File: config.mk
export PLATFORM = sky130hd
export DESIGN_NAME = strobed_port
export DESIGN_NICKNAME = d
export VERILOG_FILES = /design/src/rtl/strobed_port_pkg.sv /design/src/rtl/strobed_port_sync.sv /design/src/rtl/strobed_port_hold.sv /design/src/rtl/strobed_port_srq.sv /design/src/rtl/strobed_port.sv
export SDC_FILE = /design/constraint.sdc
export NUM_CORES = 1
export LEC_CHECK = 0
export ABC_AREA = 1
export BUFFER_PORTS_ARGS = -buffer_cell sky130_fd_sc_hd__clkbuf_2
export CAP_MARGIN = 5
export CORE_MARGIN = 2
export CORE_UTILIZATION = 44
export CTS_CLUSTER_DIAMETER = 50
export DETAILED_ROUTE_END_ITERATION = 8
export PLACE_DENSITY = 0.82
export SLEW_MARGIN = 20
export SYNTH_ARGS = -nofsm -noshare
export SYNTH_HDL_FRONTEND = slang
export SYNTH_SLANG_ARGS = --single-unit
File: constraint.sdc
create_clock -name clk -period 2.09 [get_ports clk]
set_input_delay 0 -clock clk [delete_from_list [all_inputs] [get_ports clk]]
set_output_delay 0 -clock clk [all_outputs]
set_load 0.02 [all_outputs]
File: src/rtl/strobed_port_pkg.sv
`timescale 1ns/1ps
package strobed_port_pkg;
    localparam int PORT_W = 8;

    typedef logic [PORT_W-1:0] port_byte_t;

    typedef struct packed {
        logic stb_prev;
        logic srq;
    } srq_state_t;
endpackage

File: src/rtl/strobed_port_sync.sv
`timescale 1ns/1ps
module strobed_port_sync #(
    parameter int              WIDTH     = 3,
    parameter int              STAGES    = 2,
    parameter logic [WIDTH-1:0] RESET_VAL = '0
) (
    input  logic             clk,
    input  logic             clr_n,
    input  logic [WIDTH-1:0] d,
    output logic [WIDTH-1:0] q
);
    logic [STAGES-1:0][WIDTH-1:0] chain_d, chain_q;

    always_comb begin
        chain_d[0] = d;
        for (int i = 1; i < STAGES; i++) begin
            chain_d[i] = chain_q[i-1];
        end
    end

    always_ff @(posedge clk or negedge clr_n) begin
        if (!clr_n) begin
            chain_q <= {STAGES{RESET_VAL}};
        end else begin
            chain_q <= chain_d;
        end
    end

    assign q = chain_q[STAGES-1];
endmodule

File: src/rtl/strobed_port_hold.sv
`timescale 1ns/1ps
module strobed_port_hold
    import strobed_port_pkg::*;
(
    input  logic       clk,
    input  logic       clr_n,
    input  logic       load,
    input  port_byte_t din,
    output port_byte_t hold
);
    port_byte_t hold_d, hold_q;

    always_comb begin
        hold_d = hold_q;
        if (load) begin
            hold_d = din;
        end
    end

    always_ff @(posedge clk or negedge clr_n) begin
        if (!clr_n) begin
            hold_q <= '0;
        end else begin
            hold_q <= hold_d;
        end
    end

    assign hold = hold_q;
endmodule

File: src/rtl/strobed_port_srq.sv
`timescale 1ns/1ps
module strobed_port_srq
    import strobed_port_pkg::*;
(
    input  logic clk,
    input  logic clr_n,
    input  logic stb_s,
    input  logic sel_s,
    output logic srq
);
    srq_state_t st_d, st_q;
    logic       fall;

    always_comb begin
        fall        = st_q.stb_prev && !stb_s;
        st_d        = st_q;
        st_d.stb_prev = stb_s;
        if (sel_s) begin
            st_d.srq = 1'b0;
        end else if (fall) begin
            st_d.srq = 1'b1;
        end
    end

    always_ff @(posedge clk or negedge clr_n) begin
        if (!clr_n) begin
            st_q <= '0;
        end else begin
            st_q <= st_d;
        end
    end

    assign srq = st_q.srq;
endmodule

File: src/rtl/strobed_port.sv
`timescale 1ns/1ps
module strobed_port
    import strobed_port_pkg::*;
#(
    parameter int SYNC_STAGES = 2
) (
    input  logic              clk,
    input  logic              clr_n,
    input  logic              mode,
    input  logic              stb,
    input  logic              sel_a_n,
    input  logic              sel_b,
    input  logic [PORT_W-1:0] din,
    output logic [PORT_W-1:0] dout,
    output logic              oe,
    output logic              irq_n
);
    localparam int              CTRL_W   = 3;
    localparam logic [CTRL_W-1:0] CTRL_RST = 3'b010;

    logic [CTRL_W-1:0] ctrl_raw, ctrl_s;
    logic              stb_s, sel_s, load, srq;

    assign ctrl_raw = {sel_b, sel_a_n, stb};

    strobed_port_sync #(
        .WIDTH    (CTRL_W),
        .STAGES   (SYNC_STAGES),
        .RESET_VAL(CTRL_RST)
    ) u_sync (
        .clk  (clk),
        .clr_n(clr_n),
        .d    (ctrl_raw),
        .q    (ctrl_s)
    );

    assign stb_s = ctrl_s[0];
    assign sel_s = !ctrl_s[1] && ctrl_s[2];
    assign load  = mode ? sel_s : stb_s;

    strobed_port_hold u_hold (
        .clk  (clk),
        .clr_n(clr_n),
        .load (load),
        .din  (din),
        .hold (dout)
    );

    strobed_port_srq u_srq (
        .clk  (clk),
        .clr_n(clr_n),
        .stb_s(stb_s),
        .sel_s(sel_s),
        .srq  (srq)
    );

    assign oe    = mode || sel_s;
    assign irq_n = !(srq && !sel_s);
endmodule

==> PnR_summary.wiki <==
{| class="wikitable"
! Metric !! Value
|-
| Status || finished, final reports clean
|-
| Number of library cell types mapped by synthesis || 9
|-
| Slack of the critical path || 891 ps
|-
| Routed WL || 1260 um
|-
| Area share of the leading cell type in the synthesized netlist || 61.1%
|-
| Max rail drop VDD || between 0.5 and 0.6 mV
|-
| Remaining global-route overflow || 0
|-
| Pre-antenna DRT Iters || 4
|-
| Final hold vios || 0
|-
| Syn-to-layout area delta || 50.7%
|-
| # rows || 13
|-
| Antenna Cells || 0
|-
| Source-to-sink clock delay at the later pin of the worst-skew pair || 280 ps
|-
| R2R Setup Slk || 1050 ps
|-
| Fin. max-slew vios || 0
|-
| Die Outline Area || 1610 um^2
|-
| TritonCTS clock tree || built
|-
| CTS root buf || clkbuf_4
|-
| Core area || 1250 um^2
|-
| Avg Cell Area, Syn || approximately 11 um^2
|-
| Combined global-route utilization of all metal layers || a little under a fifth
|-
| Unrepaired setup endpoints after global routing || no
|-
| Cell area power density || around 800 nW/um^2
|-
| Routed via count divided by cell count || 4.69
|-
| Number of design-rule violations left by the first detailed-router iteration || 9
|-
| Met3 Wirelength || 68 um
|-
| Number of input and output port buffers inserted || 23
|-
| Die Ht || 40.1 um
|-
| DRC violation count after routing || 0
|-
| Max-cap violations || 0
|-
| Layout cells sized above 1 || 37.1%
|-
| Worst Tran Pin Value || 381 ps
|-
| Clock-pin transition on the worst setup and hold timing paths || 90 ps
|-
| Sinks on the clock net || 16
|-
| Routability cong. || 0.628
|-
| Detail Placement HPWL || between 700 and 800 um
|-
| Achievable Freq || 834 MHz
|-
| Wire per inst || 12.1 um
|-
| Largest area contributor in the synthesized netlist || dfrtp_1
|-
| H-tree Lvls || 1
|-
| Total power after layout || just under 0.0007 W
|-
| Min Hold Slack || 155 ps
|-
| Wire length on met2 || between 600 and 700 um
|-
| Final period utilization || roughly 57%
|-
| Highest metal layer used by the detailed router || met4
|-
| Minimum period implied by the final worst setup slack || about 1200 ps
|-
| Post-synthesis sequential element count || 16
|-
| Number of instances in the synthesized netlist || 50
|-
| Clock buffers created by TritonCTS || 3
|-
| Leakage power of the design || 0.465 nW
|-
| Yosys synthesis warning count || 0
|-
| X dimension of the die || roughly 40 um
|-
| Normalized max-slew margin || 74.6%
|-
| Number of antenna violations at the first check in global routing || 0
|-
| Count of antenna-violating nets left after detailed routing || 0
|-
| Final setup violating endpoints || 0
|-
| Number of buffers on the longest clock path || 2
|-
| I/O pin total || 24
|-
| Worst Path Required || 2090 ps
|-
| Area of the mapped netlist || approximately 570 um^2
|-
| Met1 Routed Length || around 500 um
|-
| Maximum number of pins on one net before global-route repair || 17
|-
| Worst Setup Slack post-DPL || between 1000 and 1500 ps
|-
| Hold Path Class || in2reg
|-
| Worst setup path category || reg2out
|-
| Final clock skew || about 4.5 ps
|-
| Arrival time worst endpoint || approximately 1200 ps
|-
| Worst Setup Start Kind || register
|-
| Number of global-route vias before repair || between 400 and 500
|-
| Largest cells by area after synthesis || dfrtp_1, nand2_1, dfstp_2
|-
| Critical path peak fanout || 3
|-
| Setup TNS || 0 ps
|-
| Sequential element share of the synthesized area || 70.3%
|-
| Final Net Count || 104
|-
| Worst Setup End Kind || primary output
|-
| First-pass GRT wire length || 1860 um
|-
| Routed via count || 488
|-
| Synth Net Count || 64
|-
| Starting utilization of the core area || 45.8%
|}
-- metrics by stage --
| stage | cell area (um^2) | cells | util (%) |
|---|---|---|---|
| floorplan | 573 | 50 | - |
| global placement | 707 | 88 | 56.4 |
| detailed placement | 707 | 88 | 56.4 |
| CTS | 863 | 104 | 68.9 |
| global route | 863 | 104 | 68.9 |
| finish | 863 | 104 | 68.9 |
-- cell families (layout without fill, tap and decap cells) --
kind of cell	after synthesis	after routing	share of synthesized area, %
buffers and inverters	2	41	1.31
DFF	16	16	70.3
and+or+nand+nor	32	32	28.4
-- flip-flops by register name, summed over array words and instances, names as in the netlist --
signal and count:
u_hold.hold 8, u_srq.srq 1, u_srq.st_q 1, u_sync.chain_d 3
u_sync.q 3
-- report_power, final --
group | switching (W) | internal (W)
clock | 0.0000933 | 0.000106
combinational | 0.0000800 | 0.0000557
sequential | 0.0000175 | 0.000342
total | 0.000191 | 0.000503
-- area by class of cell --
class	instances	area [um^2]
sequential	16	403
clock buffer	4	36.3
timing repair buffer	35	235
tap	15	18.8
inverter	2	7.51
fill	91	389
multi-input combinational	32	163
-- routing by layer --
metal / global-route usage [%] / up-vias
li1: - / 238
met1: 23.4 / 231
met2: 29.4 / 17
met3: 5.00 / 2
met4: 7.76 / 0
met5: 0 / -
-- critical path, cell delays in order (launching register included) --
cell and delay (ps):
dfstp_2 530, inv_1 70, nand2_1 100, nand2_1 80
clkbuf_2 160
-- cells in the mapped netlist --
master,instances
inv_2,1
nand3b_1,1
nand3_4,1
nand2_4,2
dfstp_2,2
inv_1,1
nand3_1,8
dfrtp_1,14
nand2_1,20
-- layout by cell type, fill, tap and decap left out, types with 2 or more instances in the layout --
cell	instances
nand2_4	2
clkbuf_2	23
dfstp_2	2
dlygate4sd3_1	12
nand3_1	8
dfrtp_1	14
clkbuf_4	3
nand2_1	20
-- path summary, 6_finish.rpt --
kind / to / start / cells past startpoint
worst max register to register: u_hold.hold[4]$_DFFE_PN0P_ / u_sync.q[1]$_DFF_PN1_ / 5
worst min-delay path: u_hold.hold[1]$_DFFE_PN0P_ / mode / 4
min in group asynchronous: u_hold.hold[0]$_DFFE_PN0P_ / clr_n / 2
worst min register to register: u_sync.q[1]$_DFF_PN1_ / u_sync.chain_d[4]$_DFF_PN1_ / 0
max in group asynchronous: u_sync.chain_d[4]$_DFF_PN1_ / clr_n / 2
worst max-delay path: irq_n / u_sync.q[1]$_DFF_PN1_ / 4
-- repair_timing --
item | in CTS | in global routing
endpoints found under the hold margin | 27 | 0
hold buffers | 12 | 0
buffers inserted | 0 | 0
resized for setup | 0 | 0
No activity file was read; power rests on OpenSTA's default activity.
